--- src/rtl/marker_eq_pkg.sv ---
package marker_eq_pkg;

  typedef enum logic [2:0] {
    ST_IDLE  = 3'd0,
    ST_MARK  = 3'd1,
    ST_CLEAR = 3'd2,
    ST_PROBE = 3'd3,
    ST_DONE  = 3'd4
  } step_t;

endpackage

--- src/rtl/meq_operand_hold.sv ---
module meq_operand_hold #(
  parameter int DATA_W = 8
) (
  input  logic              clk,
  input  logic              rst_n,
  input  logic              load,
  input  logic [DATA_W-1:0] a_in,
  input  logic [DATA_W-1:0] b_in,
  output logic [DATA_W-1:0] a_q,
  output logic [DATA_W-1:0] b_q
);

  always_ff @(posedge clk or negedge rst_n) begin
    if (!rst_n) begin
      a_q <= '0;
      b_q <= '0;
    end else if (load) begin
      a_q <= a_in;
      b_q <= b_in;
    end
  end

endmodule

--- src/rtl/meq_step_fsm.sv ---
module meq_step_fsm
  import marker_eq_pkg::*;
(
  input  logic  clk,
  input  logic  rst_n,
  input  logic  start,
  output step_t step,
  output logic  accept,
  output logic  busy,
  output logic  capture,
  output logic  finish
);

  step_t step_q;

  function automatic step_t next_step(input step_t cur, input logic go);
    case (cur)
      ST_IDLE:  return go ? ST_MARK : ST_IDLE;
      ST_MARK:  return ST_CLEAR;
      ST_CLEAR: return ST_PROBE;
      ST_PROBE: return ST_DONE;
      default:  return ST_IDLE;
    endcase
  endfunction

  always_ff @(posedge clk or negedge rst_n) begin
    if (!rst_n) step_q <= ST_IDLE;
    else        step_q <= next_step(step_q, start);
  end

  assign step    = step_q;
  assign busy    = (step_q != ST_IDLE);
  assign accept  = (step_q == ST_IDLE) && start;
  assign capture = (step_q == ST_PROBE);
  assign finish  = (step_q == ST_DONE);

endmodule

--- src/rtl/meq_mem_drive.sv ---
module meq_mem_drive
  import marker_eq_pkg::*;
#(
  parameter int                     DATA_W   = 8,
  parameter int                     ADDR_W   = 16,
  parameter logic [ADDR_W-DATA_W-1:0] PAGE_SEL = 'h02,
  parameter logic [DATA_W-1:0]      MARK_SET = 8'h80,
  parameter logic [DATA_W-1:0]      MARK_CLR = 8'h00
) (
  input  step_t             step,
  input  logic [DATA_W-1:0] a_q,
  input  logic [DATA_W-1:0] b_q,
  output logic [ADDR_W-1:0] addr,
  output logic [DATA_W-1:0] wdata,
  output logic              we,
  output logic              re
);

  localparam int PAGE_W = ADDR_W - DATA_W;

  function automatic logic [ADDR_W-1:0] slot_addr(input logic [DATA_W-1:0] idx);
    return {PAGE_SEL, idx};
  endfunction

  logic [DATA_W-1:0] idx_sel;

  always_comb begin
    idx_sel = a_q;
    wdata   = MARK_CLR;
    we      = 1'b0;
    re      = 1'b0;
    case (step)
      ST_MARK: begin
        we    = 1'b1;
        wdata = MARK_SET;
      end
      ST_CLEAR: begin
        we      = 1'b1;
        idx_sel = b_q;
      end
      ST_PROBE: re = 1'b1;
      default: ;
    endcase
  end

  generate
    if (PAGE_W > 0) begin : g_paged
      assign addr = slot_addr(idx_sel);
    end else begin : g_flat
      assign addr = idx_sel;
    end
  endgenerate

endmodule

--- src/rtl/marker_eq_engine.sv ---
module marker_eq_engine
  import marker_eq_pkg::*;
#(
  parameter int                       DATA_W   = 8,
  parameter int                       ADDR_W   = 16,
  parameter logic [ADDR_W-DATA_W-1:0] PAGE_SEL = 'h02,
  parameter logic [DATA_W-1:0]        MARK_SET = 8'h80,
  parameter logic [DATA_W-1:0]        MARK_CLR = 8'h00
) (
  input  logic              clk,
  input  logic              rst_n,
  input  logic              start,
  input  logic [DATA_W-1:0] op_a,
  input  logic [DATA_W-1:0] op_b,
  output logic [ADDR_W-1:0] mem_addr,
  output logic [DATA_W-1:0] mem_wdata,
  output logic              mem_we,
  output logic              mem_re,
  input  logic [DATA_W-1:0] mem_rdata,
  output logic              done,
  output logic [DATA_W-1:0] result
);

  step_t             step_w;
  logic              accept_w;
  logic              busy_w;
  logic              capture_w;
  logic              finish_w;
  logic [DATA_W-1:0] a_q;
  logic [DATA_W-1:0] b_q;
  logic [DATA_W-1:0] result_q;

  meq_step_fsm u_fsm (
    .clk     (clk),
    .rst_n   (rst_n),
    .start   (start),
    .step    (step_w),
    .accept  (accept_w),
    .busy    (busy_w),
    .capture (capture_w),
    .finish  (finish_w)
  );

  meq_operand_hold #(.DATA_W(DATA_W)) u_hold (
    .clk   (clk),
    .rst_n (rst_n),
    .load  (accept_w),
    .a_in  (op_a),
    .b_in  (op_b),
    .a_q   (a_q),
    .b_q   (b_q)
  );

  meq_mem_drive #(
    .DATA_W   (DATA_W),
    .ADDR_W   (ADDR_W),
    .PAGE_SEL (PAGE_SEL),
    .MARK_SET (MARK_SET),
    .MARK_CLR (MARK_CLR)
  ) u_drive (
    .step  (step_w),
    .a_q   (a_q),
    .b_q   (b_q),
    .addr  (mem_addr),
    .wdata (mem_wdata),
    .we    (mem_we),
    .re    (mem_re)
  );

  always_ff @(posedge clk or negedge rst_n) begin
    if (!rst_n)         result_q <= '0;
    else if (capture_w) result_q <= mem_rdata;
  end

  assign result = result_q;
  assign done   = finish_w;

endmodule

--- config.mk ---
export PLATFORM = sky130hd
export DESIGN_NAME = marker_eq_engine
export DESIGN_NICKNAME = d
export VERILOG_FILES = /design/src/rtl/marker_eq_pkg.sv /design/src/rtl/meq_operand_hold.sv /design/src/rtl/meq_step_fsm.sv /design/src/rtl/meq_mem_drive.sv /design/src/rtl/marker_eq_engine.sv
export SDC_FILE = /design/constraint.sdc
export NUM_CORES = 1
export LEC_CHECK = 0
export ABC_AREA = 1
export CAP_MARGIN = 20
export CORE_ASPECT_RATIO = 1.5
export CORE_MARGIN = 1
export CORE_UTILIZATION = 41
export DETAILED_ROUTE_END_ITERATION = 12
export GPL_TIMING_DRIVEN = 0
export PLACE_DENSITY = 0.79
export SLEW_MARGIN = 5
export SYNTH_ARGS = -nofsm -noshare
export SYNTH_HDL_FRONTEND = slang
export SYNTH_SLANG_ARGS = --single-unit
--- constraint.sdc ---
create_clock -name clk -period 1.4 [get_ports clk]
set_input_delay 0.35 -clock clk [delete_from_list [all_inputs] [get_ports clk]]
set_output_delay 0.35 -clock clk [all_outputs]
set_load 0.005 [all_outputs]
=== Word level (Yosys, flattened, before mapping) ===
Cells that the tools add are included.

* Bits in registers: 27
* Bits of input ports: 27

* Equality and inequality tests: 4
* Muxes and demuxes: 6
* Reductions and logical operators: 3

{| class="wikitable"
|+ Operators by type and width
! cell !! count
|-
| $mux 8 || 2
|-
| $pmux 3 s4 || 1
|-
| $eq 3x2->1 const B || 2
|-
| $eq 3x1->1 const B || 1
|-
| $eq 3x3->1 const B || 1
|-
| $logic_not 3->1 || 1
|-
| $mux 1 || 3
|-
| $reduce_or 2->1 || 1
|-
| $logic_and 1x1->1 || 1
|}

=== Depth between registers and ports, before layout ===
Gate-level depths: netlist (run 1).

* Depth in word-level cells: 3
* Mapped depth: 6
* Mapped depth without buffers: 5

=== Hierarchy ===
Synthesis (run 1) repeated with hierarchy kept, for this count alone.

* Cell total of the unflattened synthesis: 169
* Area, all modules: 1357.6 µm²

{| class="wikitable"
|+ Modules (own cells, without submodules)
! module !! instances !! cells each !! area each (µm²) !! seq. area each (µm²)
|-
| meq_operand_hold || 1 || 68 || 644.4 || 400.4
|-
| marker_eq_engine || 1 || 34 || 305.3 || 200.2
|-
| meq_mem_drive || 1 || 50 || 274.0 || 0.0
|-
| meq_step_fsm || 1 || 17 || 133.9 || 75.1
|}

=== Worst setup path before layout (run 1) ===
OpenSTA, ideal clock, no wires.

* Path kind: register -> output
* Start: register u_fsm.step_q[1], in the netlist u_fsm.step[1]
* End: output port mem_we
* Arrival: 1.018 ns
* Slack: 0.032 ns
* Cell stages (with the launch flop): 5
* Path buffers: 1
* Path through: dfrtp_1 -> buf_4 -> nor3_1 -> inv_1 -> nand2_1

* Word-level cells in the longest chain between the ends: 3
* Elaborated cells between the ends (all ways): 4

{| class="wikitable"
|+ RTL lines
! element !! line !! RTL
|-
| start: declaration || meq_step_fsm.sv:14 || <nowiki>step_t step_q;</nowiki>
|-
| start signal: assignment || meq_step_fsm.sv:28 || <nowiki>else step_q <= next_step(step_q, start);</nowiki>
|-
| $eq 3x1->1 or $eq 3x2->1 (tied branches) || meq_mem_drive.sv:32 || <nowiki>case (step)</nowiki>
|-
| $reduce_or 2->1 (no source line) * || -- ||
|-
| $mux 1 * || meq_mem_drive.sv:32 ||
|-
| end: declaration || marker_eq_engine.sv:17 || <nowiki>output logic mem_we,</nowiki>
|}

Every way passes the cells marked *; elsewhere a longest branch is shown, timed or not.

=== Worst setup path after layout (run 1) ===
* Start: register u_fsm.step_q[2], in the netlist u_fsm.step[2]
* End: output port mem_addr[1]

* Word-level cells in the longest chain between the ends: 2

{| class="wikitable"
|+ RTL lines
! element !! line !! RTL
|-
| $eq 3x2->1 || meq_mem_drive.sv:32 ||
|-
| $mux 8 || meq_mem_drive.sv:32 ||
|-
| end: declaration || marker_eq_engine.sv:15 || <nowiki>output logic [ADDR_W-1:0] mem_addr,</nowiki>
|}

Every way passes these cells.

==> results of run 1 <==
[flip-flops by register name (all words and copies together) (netlist names)]
name,flops
u_fsm.step,3
result,8
u_hold.b_q,8
u_hold.a_q,8
[per-stage QoR]
stage	total power [mW]	cell area, um^2	setup TNS, ps	hold WS [ps]	util [%]
after CTS	4.43	2250	-3440	454	70.5
after floorplan	2.48	1430	0	54.4	-
final	4.74	2320	-3440	436	72.7
after global routing	5.08	2320	-4320	471	72.7
after detailed placement	3.50	1970	-8750	458	61.7
after global placement	3.44	1940	-19660	454	60.8
[synth_stat cells]
master / n / share of area, %
nand3_1: 17 / 6.2
inv_2: 1 / 0.27
nand2_1: 59 / 16
nor2_4: 1 / 0.82
buf_2: 1 / 0.36
dfrtp_1: 27 / 49
inv_1: 13 / 3.5
buf_4: 19 / 10
buf_6: 2 / 1.6
nand3_2: 1 / 0.72
nor2_2: 1 / 0.45
conb_1: 2 / 0.54
nor3_1: 2 / 0.72
nand4_1: 8 / 3.6
o21ai_2: 8 / 5.1
nand2_4: 1 / 0.82
[repair_timing]
| action | in CTS | in global routing |
|---|---|---|
| hold endpoints to repair | 0 | 0 |
| cloned | 1 | 1 |
| pin swaps | 8 | 4 |
| setup buffers | 28 | 6 |
| gates resized for setup | 81 | 18 |
| endpoints found under the setup margin | 20 | 23 |
[metal layers]
layer	vias up	global-route usage, %
li1	672	-
met1	636	23.2
met2	72	42.2
met3	11	6.25
met4	0	12.4
met5	-	0
[final timing paths]
path / startpoint / end / cells past startpoint
setup / recovery: u_fsm.step[2] / mem_addr[1] / 8
hold / removal: rst_n / result[4] / 1
setup reg to reg: u_fsm.step[0] / u_hold.b_q[5] / 7
hold reg to reg: u_hold.a_q[0] / u_hold.a_q[0] / 2
max in group asynchronous: rst_n / u_fsm.step[1] / 2
min in group clk: u_hold.a_q[0] / u_hold.a_q[0] / 2
[kinds of logic after synthesis]
kind of cell / Yosys count / synth area share (%)
AO/OA/AOI/OAI: 8 / 5.07
other: 2 / 0.544
AND/OR/NAND/NOR: 90 / 29.3
buffers and inverters: 36 / 16.1
flip-flops: 27 / 48.9
[critical path, stage by stage, from the launching register on]
cell,delay (ps)
dfrtp_1,410
inv_2,80
buf_6,100
nand3_4,80
buf_6,140
buf_6,110
nand2_2,40
nand2_1,50
buf_2,120
[final cells by class]
cell class,instances,area (um^2),area share (%)
sequential,27,678,29.2
clock buffer,3,41.3,1.78
clock inverter,1,5.00,0.216
tap,40,50.0,2.16
buffer,21,180,7.76
multi-input combinational,113,597,25.7
inverter,14,57.6,2.48
timing repair buffer,78,712,30.7
[power by group]
group,leakage (nW),internal (mW),switching (mW)
combinational,0.913,1.51,1.36
clock,0.0255,0.201,0.267
sequential,0.333,1.16,0.241
total,1.27,2.87,1.86
==> impl_metrics.ini, run 1 <==
[status]
outcome = complete, but fails checks
failed_checks = setup timing

[routing]
dr_wl_met2_mm = 2.08
initialDrtViolationCount = 33
vias = 1391
drtPass1Iterations = 4
drt-wirelength-per-cell_um = 13.1
ant_nets = 0
route.met3.wl_um = 264
wl_mm = 3.90
wl_met1_mm = 1.46
routed.top_layer = met4
drc = 0
vias_per_cell = 4.68

[cts]
root_buffer = clkbuf_8
tritoncts = built
insertion_delay_ps = 290
clkTransAtPathRegs_ps = 100
cts_sinks = 27
cts_buffer_depth = 2
postCtsHoldBufs = 0
cts_buffers = 3
cts_max_level = 1

[die]
num_io_pins = 62
start_util_pct = 43.3
coreArea_mm2 = 0.00319
fp.dieH_um = 73.1
die_w_um = 49.4
die_area_mm2 = 0.00361
rows = 25

[worst_setup_path]
path_class = reg2out
arrival_ps = 1420
ff2ff_setup_slack_ps = -20
setup.worst_path.start_class = register
critical_path_peak_fanout = 4
endpoint_kind = primary output
required_ps = 1050

[cells_and_area]
syn2layout_area_growth_pct = 68.0
fin_cells = 297
final_cell_mix = nand2_1 (52), buf_4 (36), clkdlybuf4s50_1 (26)
drive_above_1_share_pct = 37.7
diodes = 0
nNetsFinal = 285
nFillCells = 231
final_common_cell = nand2_1

[sta]
setup_ws_ps = -370
slew_viol_final = 0
fin_skew_ps = 6.12
grt_setup_unrepaired = yes
tightest_slew_ps = 607
relSlewSlack_pct = 59.4
period_minus_slack_ps = 1770
final-setup-viol-count = 13
fmax_mhz = 565
finalHoldViolCount = 0
min_period_over_period_pct = 126

[synthesis]
syn_area_per_cell_um2 = 8.47
seq_area_frac_synth_pct = 48.9
synth_area_mm2 = 0.00138
ys_types = 16
synth-seq-cells = 27
postSynthCellCount = 163
yosys_warnings = 0

[place]
post-dp-hpwl_mm = 2.31
port-buffer-count = 46
dp_slack_ps = -505
dp_cells = 263
gp_congestion = 0.704

[global_route]
grt_usage_pct = 22.9
grt_max_degree = 18
antenna_found_initial = 0
first_global_vias = 1457
grt_pass1_wl_mm = 6.24
grt_overflow = 0

[pwr]
powerDensity_mw_per_mm2 = 2040
p_leak_nw = 1.27
peakVddDrop_mv = 1.41

[run]
maxCapViolCount = 0

[min_path]
hold_class = in2async
Power figures use the tool's default switching activity.
==> inputs of run 2 (changes only) <==
--- a/config.mk
+++ b/config.mk
@@ -10,6 +10,7 @@
 export CORE_ASPECT_RATIO = 1.5
 export CORE_MARGIN = 1
 export CORE_UTILIZATION = 41
+export CTS_BUF_LIST = sky130_fd_sc_hd__clkbuf_4 sky130_fd_sc_hd__clkbuf_8 sky130_fd_sc_hd__clkbuf_16
 export DETAILED_ROUTE_END_ITERATION = 12
 export GPL_TIMING_DRIVEN = 0
 export PLACE_DENSITY = 0.79
==> results of run 2 <==
Same layout as run 1: the final DEF is identical, and so are final timing and power.
==> inputs of run 3 (changes only) <==
--- a/config.mk
+++ b/config.mk
@@ -8,7 +8,6 @@
 export ABC_AREA = 1
 export CAP_MARGIN = 20
 export CORE_ASPECT_RATIO = 1.5
-export CORE_MARGIN = 1
 export CORE_UTILIZATION = 41
 export CTS_BUF_LIST = sky130_fd_sc_hd__clkbuf_4 sky130_fd_sc_hd__clkbuf_8 sky130_fd_sc_hd__clkbuf_16
 export DETAILED_ROUTE_END_ITERATION = 12
==> results of run 3 <==
Same layout as run 1: the final DEF is identical, and so are final timing and power.
